===== src/rtl/pwm_sync_pkg.sv =====
package pwm_sync_pkg;
    localparam int unsigned ADR_OEN_SET = 0;
    localparam int unsigned ADR_OEN_CLR = 1;
    localparam int unsigned ADR_SYN_SET = 2;
    localparam int unsigned ADR_SYN_CLR = 3;
    localparam int unsigned ADR_STAT    = 4;
    localparam int unsigned ADR_MASK    = 5;
    localparam int unsigned GRP_SHIFT   = 3;
    localparam int unsigned OFS_MODE    = 0;
    localparam int unsigned OFS_PER     = 1;
    localparam int unsigned OFS_DUTY0   = 2;
    localparam int unsigned MODE_W      = 2;

    typedef enum logic {
        DIR_UP = 1'b0,
        DIR_DN = 1'b1
    } dir_e;
endpackage


===== src/rtl/pwm_sync_regs.sv =====
module pwm_sync_regs #(
    parameter int unsigned NGRP   = 2,
    parameter int unsigned NCH    = 4,
    parameter int unsigned CNT_W  = 16,
    parameter int unsigned DATA_W = 16,
    parameter int unsigned ADDR_W = 6
) (
    input  logic                                clk_i,
    input  logic                                rst_ni,
    input  logic                                wr_en_i,
    input  logic [ADDR_W-1:0]                   wr_addr_i,
    input  logic [DATA_W-1:0]                   wr_data_i,
    input  logic [ADDR_W-1:0]                   rd_addr_i,
    output logic [DATA_W-1:0]                   rd_data_o,
    input  logic [NGRP-1:0]                     start_i,
    output logic [NGRP-1:0]                     oen_o,
    output logic [NGRP-1:0]                     sen_o,
    output logic [NGRP-1:0]                     stat_o,
    output logic [NGRP-1:0]                     mask_o,
    output logic [NGRP-1:0][1:0]                mode_o,
    output logic [NGRP-1:0][CNT_W-1:0]          per_o,
    output logic [NGRP-1:0][NCH-1:0][CNT_W-1:0] duty_o
);
    import pwm_sync_pkg::*;

    localparam int unsigned GW = ADDR_W - GRP_SHIFT;

    typedef struct packed {
        logic [NGRP-1:0]                     oen;
        logic [NGRP-1:0]                     sen;
        logic [NGRP-1:0]                     stat;
        logic [NGRP-1:0]                     mask;
        logic [NGRP-1:0][1:0]                mode;
        logic [NGRP-1:0][CNT_W-1:0]          per;
        logic [NGRP-1:0][NCH-1:0][CNT_W-1:0] duty;
    } regs_t;

    regs_t q, d;
    logic [NGRP-1:0]  wbits;
    logic [GW-1:0]    wgrp;
    logic [GW-1:0]    rgrp;
    logic [GRP_SHIFT-1:0] woff;
    logic [GRP_SHIFT-1:0] roff;

    assign wbits = wr_data_i[NGRP-1:0];
    assign wgrp  = wr_addr_i[ADDR_W-1:GRP_SHIFT];
    assign woff  = wr_addr_i[GRP_SHIFT-1:0];
    assign rgrp  = rd_addr_i[ADDR_W-1:GRP_SHIFT];
    assign roff  = rd_addr_i[GRP_SHIFT-1:0];

    // next-state: flags set by period starts, then the register write
    always_comb begin
        d      = q;
        d.stat = q.stat | start_i;
        if (wr_en_i) begin
            if (wr_addr_i == ADDR_W'(ADR_OEN_SET)) d.oen = q.oen | wbits;
            if (wr_addr_i == ADDR_W'(ADR_OEN_CLR)) d.oen = q.oen & ~wbits;
            if (wr_addr_i == ADDR_W'(ADR_SYN_SET)) d.sen = q.sen | wbits;
            if (wr_addr_i == ADDR_W'(ADR_SYN_CLR)) d.sen = q.sen & ~wbits;
            if (wr_addr_i == ADDR_W'(ADR_STAT))    d.stat = (q.stat & ~wbits) | start_i;
            if (wr_addr_i == ADDR_W'(ADR_MASK))    d.mask = wbits;
            for (int g = 0; g < NGRP; g++) begin
                if (wgrp == GW'(g + 1)) begin
                    if (woff == GRP_SHIFT'(OFS_MODE)) d.mode[g] = wr_data_i[1:0];
                    if (woff == GRP_SHIFT'(OFS_PER))  d.per[g]  = wr_data_i[CNT_W-1:0];
                    for (int c = 0; c < NCH; c++) begin
                        if (woff == GRP_SHIFT'(OFS_DUTY0 + c))
                            d.duty[g][c] = wr_data_i[CNT_W-1:0];
                    end
                end
            end
        end
    end

    always_ff @(posedge clk_i or negedge rst_ni) begin
        if (!rst_ni) q <= '0;
        else         q <= d;
    end

    always_comb begin
        rd_data_o = '0;
        if (rd_addr_i == ADDR_W'(ADR_OEN_SET) || rd_addr_i == ADDR_W'(ADR_OEN_CLR))
            rd_data_o = DATA_W'(q.oen);
        if (rd_addr_i == ADDR_W'(ADR_SYN_SET) || rd_addr_i == ADDR_W'(ADR_SYN_CLR))
            rd_data_o = DATA_W'(q.sen);
        if (rd_addr_i == ADDR_W'(ADR_STAT)) rd_data_o = DATA_W'(q.stat);
        if (rd_addr_i == ADDR_W'(ADR_MASK)) rd_data_o = DATA_W'(q.mask);
        for (int g = 0; g < NGRP; g++) begin
            if (rgrp == GW'(g + 1)) begin
                if (roff == GRP_SHIFT'(OFS_MODE)) rd_data_o = DATA_W'(q.mode[g]);
                if (roff == GRP_SHIFT'(OFS_PER))  rd_data_o = DATA_W'(q.per[g]);
                for (int c = 0; c < NCH; c++) begin
                    if (roff == GRP_SHIFT'(OFS_DUTY0 + c))
                        rd_data_o = DATA_W'(q.duty[g][c]);
                end
            end
        end
    end

    assign oen_o  = q.oen;
    assign sen_o  = q.sen;
    assign stat_o = q.stat;
    assign mask_o = q.mask;
    assign mode_o = q.mode;
    assign per_o  = q.per;
    assign duty_o = q.duty;
endmodule


===== src/rtl/pwm_sync_group.sv =====
module pwm_sync_group #(
    parameter int unsigned NCH   = 4,
    parameter int unsigned CNT_W = 16
) (
    input  logic                      clk_i,
    input  logic                      rst_ni,
    input  logic                      run_i,
    input  logic                      oen_i,
    input  logic [1:0]                mode_i,
    input  logic [CNT_W-1:0]          per_i,
    input  logic [NCH-1:0][CNT_W-1:0] duty_i,
    output logic [NCH-1:0]            pwm_o,
    output logic                      start_o,
    output logic                      running_o
);
    import pwm_sync_pkg::*;

    localparam int unsigned XW = CNT_W + 2;

    typedef struct packed {
        logic                      running;
        dir_e                      dir;
        logic                      ctr;
        logic                      dbl;
        logic [CNT_W-1:0]          cnt;
        logic [CNT_W-1:0]          per;
        logic [NCH-1:0][CNT_W-1:0] duty;
    } grp_t;

    grp_t             q, d;
    logic [CNT_W-1:0] half;
    logic [CNT_W:0]   cnt_inc;
    logic             start, mid;
    logic [NCH-1:0]   hi;

    always_comb begin
        d       = q;
        start   = 1'b0;
        mid     = 1'b0;
        half    = q.per >> 1;
        cnt_inc = {1'b0, q.cnt} + (CNT_W + 1)'(1);
        if (!run_i) begin
            d.running = 1'b0;
            d.cnt     = '0;
            d.dir     = DIR_UP;
        end else if (!q.running) begin
            start = 1'b1;
        end else if (q.ctr) begin
            if (q.dir == DIR_UP) begin
                if (cnt_inc >= {1'b0, half}) begin
                    d.dir = DIR_DN;
                    mid   = q.dbl;
                end else begin
                    d.cnt = cnt_inc[CNT_W-1:0];
                end
            end else if (q.cnt == '0) begin
                start = 1'b1;
            end else begin
                d.cnt = q.cnt - CNT_W'(1);
            end
        end else begin
            if (cnt_inc >= {1'b0, q.per}) begin
                start = 1'b1;
            end else begin
                d.cnt = cnt_inc[CNT_W-1:0];
                mid   = q.dbl && (cnt_inc == {1'b0, half});
            end
        end
        if (start) begin
            d.running = 1'b1;
            d.cnt     = '0;
            d.dir     = DIR_UP;
            d.per     = per_i;
            d.ctr     = mode_i[0];
            d.dbl     = mode_i[1];
            d.duty    = duty_i;
        end
        if (mid) d.duty = duty_i;
    end

    always_ff @(posedge clk_i or negedge rst_ni) begin
        if (!rst_ni) q <= '0;
        else         q <= d;
    end

    always_comb begin
        for (int c = 0; c < NCH; c++) begin
            if (q.ctr)
                hi[c] = ({1'b0, q.cnt, 1'b0} + XW'(q.duty[c])) >= XW'(q.per);
            else
                hi[c] = q.cnt < q.duty[c];
        end
    end

    assign pwm_o     = hi & {NCH{oen_i & q.running}};
    assign start_o   = start;
    assign running_o = q.running;
endmodule


===== src/rtl/pwm_sync_top.sv =====
module pwm_sync_top #(
    parameter int unsigned NGRP   = 2,
    parameter int unsigned NCH    = 4,
    parameter int unsigned CNT_W  = 16,
    parameter int unsigned DATA_W = 16,
    parameter int unsigned ADDR_W = 6
) (
    input  logic                   clk_i,
    input  logic                   rst_ni,
    input  logic                   wr_en_i,
    input  logic [ADDR_W-1:0]      wr_addr_i,
    input  logic [DATA_W-1:0]      wr_data_i,
    input  logic [ADDR_W-1:0]      rd_addr_i,
    output logic [DATA_W-1:0]      rd_data_o,
    output logic [NGRP*NCH-1:0]    pwm_o,
    output logic                   irq_o
);
    logic [NGRP-1:0]                     oen, sen, stat, mask, start, running;
    logic [NGRP-1:0][1:0]                mode_sh;
    logic [NGRP-1:0][CNT_W-1:0]          per_sh;
    logic [NGRP-1:0][NCH-1:0][CNT_W-1:0] duty_sh;

    pwm_sync_regs #(
        .NGRP(NGRP), .NCH(NCH), .CNT_W(CNT_W), .DATA_W(DATA_W), .ADDR_W(ADDR_W)
    ) i_regs (
        .clk_i     (clk_i),
        .rst_ni    (rst_ni),
        .wr_en_i   (wr_en_i),
        .wr_addr_i (wr_addr_i),
        .wr_data_i (wr_data_i),
        .rd_addr_i (rd_addr_i),
        .rd_data_o (rd_data_o),
        .start_i   (start),
        .oen_o     (oen),
        .sen_o     (sen),
        .stat_o    (stat),
        .mask_o    (mask),
        .mode_o    (mode_sh),
        .per_o     (per_sh),
        .duty_o    (duty_sh)
    );

    for (genvar g = 0; g < NGRP; g++) begin : g_grp
        pwm_sync_group #(.NCH(NCH), .CNT_W(CNT_W)) i_grp (
            .clk_i     (clk_i),
            .rst_ni    (rst_ni),
            .run_i     (oen[g] | sen[g]),
            .oen_i     (oen[g]),
            .mode_i    (mode_sh[g]),
            .per_i     (per_sh[g]),
            .duty_i    (duty_sh[g]),
            .pwm_o     (pwm_o[g*NCH +: NCH]),
            .start_o   (start[g]),
            .running_o (running[g])
        );
    end

    assign irq_o = |(stat & mask);
endmodule


===== config.mk =====
export PLATFORM = sky130hd
export DESIGN_NAME = pwm_sync_top
export DESIGN_NICKNAME = d
export VERILOG_FILES = /design/src/rtl/pwm_sync_pkg.sv /design/src/rtl/pwm_sync_regs.sv /design/src/rtl/pwm_sync_group.sv /design/src/rtl/pwm_sync_top.sv
export SDC_FILE = /design/constraint.sdc
export NUM_CORES = 1
export LEC_CHECK = 0
export ABC_AREA = 0
export BUFFER_PORTS_ARGS = -buffer_cell sky130_fd_sc_hd__buf_4
export CORE_MARGIN = 2
export CORE_UTILIZATION = 55
export CTS_BUF_LIST = sky130_fd_sc_hd__clkbuf_4 sky130_fd_sc_hd__clkbuf_8
export CTS_CLUSTER_SIZE = 14
export DETAILED_ROUTE_END_ITERATION = 6
export GPL_TIMING_DRIVEN = 0
export PLACE_DENSITY = 0.71
export SYNTH_ARGS = -nofsm -noshare
export SYNTH_HDL_FRONTEND = slang
export SYNTH_SLANG_ARGS = --single-unit

===== constraint.sdc =====
create_clock -name clk_i -period 9 [get_ports clk_i]
set_input_delay 0.45 -clock clk_i [delete_from_list [all_inputs] [get_ports clk_i]]
set_output_delay 0.45 -clock clk_i [all_outputs]
set_load 0.005 [all_outputs]

==> summary.txt <==
Pwr per Cell Area = 325.0 nW/um^2
Logic gate share of total power = 59.5%
CTS tree = done
Critical path type = reg2out
Startpoint Class = register
EDFF count, synth = 0
Critical path arrival = 6.14 ns
Final hold vios = 0
Sequential share of the synthesized area = 30.68%
Endpoints failing setup = 0
Post-DRT Antenna Nets = 0
Final Max Tran Viols = 0
CTS Buffer Depth = 3
Max FO, Critical Path = 15
Worst vdd ir = 166.8 uV
Slew margin rel. = 16.35%
Worst path cell trace = ha_1 -> fa_1 -> a21oi_1 -> o21ai_0 -> nor2_1 -> ha_1 -> and4_1 -> a221oi_1 -> o211ai_1 -> a31oi_1 -> o211ai_1 -> o221a_2 -> buf_4
Commonest cells in the synthesized netlist = ha_1 (434), dfrtp_1 (372), mux2_2 (270), inv_1 (194), nor2_1 (173)
CORE AREA = 54,770 um^2
Synthesized area = 30,350 um^2
First-pass GRT wire length = 160,500 um
WP data required = 8.55 ns
Width of the die = 238.9 um
Initial Util = 55.41%
# IOs = 56
DR vias = 27,630
Final Util = 60.45%
Setup_tns = 0 ns
Clock latency on the worst-skew pair = 0.68 ns
Rows = 86
R2R Setup Slk = 2.57 ns
Internal power = 0.005609 W
CP endpoint kind = primary output
Worst Hold Class = in2reg
Leakage = 15.64 nW
Final Cycle Share = 73.23%
YS warnings = 0
Slowest cell on crit path = a221oi_1
Largest area contributor in the netlist = dfrtp_1
Clock slew seen by the registers of the worst setup and hold paths = 0.06 ns
Final Critical Period = 6.591 ns
Net Sw Frac = 47.87%
Mapped Nets = 3,642
Clock sinks = 372
Die Y = 238.9 um
Synth cell types = 88
Total CTS buffers = 70
Final Wtd Congestion = 0.9775
Pre-antenna DRT Iters = 6
I/O Buffers = 40
DRC viols = 0
Synth Instances = 3,169
Clock power share = 16.4%
Switching power = 0.005150 W
Area contributors post-synth = dfrtp_1 (31%), ha_1 (18%), mux2_2 (10%)
Grt ovf = 0
Nets = 3,760
Largest delay share family, worst path = compound AO/OA/AOI/OAI gates
Max Cap Violations = 0
Synth-to-Final Area Change = 9.108%
Count leader, synth = ha_1
Routed Wire Length = 106,800 um
Fmax = 151.7 MHz
Overall routing resource usage = 37.30%
Seq pwr share = 24.2%
Crit path buf inv count = 1
Register bit total from synthesis = 372
Initial antenna violation count = 8
WL/cell = 26.43 um
Setup Skew = 0.04178 ns
Largest net degree at the start of global routing = 101
Top_reg_cell synth = dfrtp_1
Worst-margin pin slew = 1.248 ns
Unrepaired setup endpoints after global routing = false
CTS resizes = 0
Die area = 57,070 um^2
FFs w/ async S/R, synth = 100.0%
Vias per Instance = 6.838
Synth top area share = 30.68%
Root buf cell = clkbuf_8
Syn Area/Cell = 9.576 um^2
Delay of the slowest critical-path stage = 1.01 ns
H-Tree Depth = 3
Outcome = finished, final reports clean
Drt initial violations = 2,807
Vias in the first global route = 26,420
Layout cell share with drive strength beyond 1 = 14.76%
Final HPWL DP = 82,440 um
==> final cells by class <==
cell class / count / area [um^2]
clock inverters: 21 / 196.4
repair buffers: 46 / 435.4
flip-flops and latches: 372 / 9309
fillers: 4697 / 21660
diodes: 4 / 10.01
clock buffers: 97 / 1235
inverters: 195 / 732.0
plain buffers: 161 / 700.7
well taps: 704 / 880.8
multi-input cells: 2441 / 19610
==> worst paths after layout <==
kind | from | endpoint | cells after the start
min reg2reg | g_grp[1].i_grp.half[8] | g_grp[1].i_grp.half[8] | 1
max | g_grp[1].i_grp.q[80] | pwm_o[6] | 13
min in group asynchronous | rst_ni | g_grp[0].i_grp.q[23] | 2
min | wr_data_i[0] | i_regs.duty_o[16] | 2
max in group asynchronous | rst_ni | g_grp[1].i_grp.q[59] | 5
max reg2reg | g_grp[0].i_grp.q[80] | g_grp[0].i_grp.q[4] | 14
==> registers in the layout, indices dropped and copies added (netlist names), named ones only <==
name and flops:
g_grp.i_grp.running_o 2, i_regs.duty_o 128, i_regs.stat_o 2, g_grp.i_grp.half 30
i_regs.mode_o 4, g_grp.i_grp.q 168, i_regs.per_o 32, i_regs.mask_o 2
==> timing repair <==
item | CTS | global route
hold buffers | 1 | 0
buffers inserted | 0 | 0
endpoints found under the hold margin | 51 | 0
endpoints found under the setup margin | 0 | 0
==> per-stage QoR <==
stage / power [W] / instance area (um^2) / hold WS [ns] / std cells / setup slack, ns
CTS: 0.01058 / 33100 / 0.04200 / 4037 / 2.548
global route: 0.01147 / 33100 / 0.06064 / 4039 / 2.102
detailed placement: 0.008789 / 31660 / 0.3999 / 3918 / 2.852
floorplan: 0.006820 / 30350 / 0.1544 / 3169 / 4.582
global placement: 0.008570 / 31530 / 0.4913 / 3913 / 2.977
finish: 0.01076 / 33110 / 0.07091 / 4041 / 2.409
==> layout by cell type (no fill, tap or decap), types with 20 or more instances in the layout <==
cell       netlist  layout
a211oi_1        41      41
a21o_1          59      59
a21oi_1        153     153
a22oi_1         35      35
and3_1          37      37
buf_1           29      29
buf_4            2      42
clkbuf_1       102     102
clkbuf_8         0      81
dfrtp_1        372     372
ha_1           434     434
inv_1          194     194
mux2_2         270     270
mux2i_1         33      33
nand2_1        122     122
nand2b_1        30      30
nand3_1        151     151
nand4_1         41      41
nor2_1         173     173
nor2b_1         24      24
nor3_1          49      49
nor4_1          21      20
o2111ai_1       76      76
o211ai_1        26      26
o21a_1          42      42
o21ai_0        145     145
o22ai_1         28      28
o311ai_1        60      60
xnor2_1         91      91
xor2_1          37      37
==> per-layer routing <==
| metal | vias up | global-route usage, % | routed length, um |
|---|---|---|---|
| met2 | 1489 | 52.44 | 43340 |
| met5 | - | 0 | 66 |
| li1 | 12230 | - | - |
| met4 | 8 | 11.57 | 3422 |
| met3 | 266 | 11.81 | 13000 |
| met1 | 13640 | 54.21 | 46990 |
==> kinds of logic after synthesis <==
logic type | after synthesis | synth area share, %
AO/OA/AOI/OAI | 827 | 18.98
XOR/XNOR | 128 | 3.694
adder cells (fa/ha/maj) | 442 | 18.42
buffers and inverters | 356 | 4.721
flip-flops | 372 | 30.68
multiplexers | 305 | 11.18
AND/OR/NAND/NOR | 739 | 12.32
==> power by group through the flow <==
stage | Clock [W] | Combinational (W) | Sequential [W]
detailed placement | 0 | 0.00619 | 0.00260
CTS | 0.00177 | 0.00624 | 0.00257
global route | 0.00184 | 0.00701 | 0.00262
floorplan | 0 | 0.00451 | 0.00231
finish | 0.00176 | 0.00640 | 0.00260
global placement | 0 | 0.00598 | 0.00259
==> worst register-to-register path: stages, from the launching register on <==
cell and delay (ns):
dfrtp_1 0.69, clkbuf_1 0.72, and4_1 0.43, and4_1 0.30, and3_1 0.25, xor2_1 0.12, ha_1 0.39, nand2_1 0.10
nor3_1 0.25, o21ai_0 0.21, o2111a_1 0.23, nor3_2 0.94, o211a_1 0.68, clkbuf_1 0.68, o311ai_0 0.27
No activity file was read; power rests on OpenSTA's default activity.
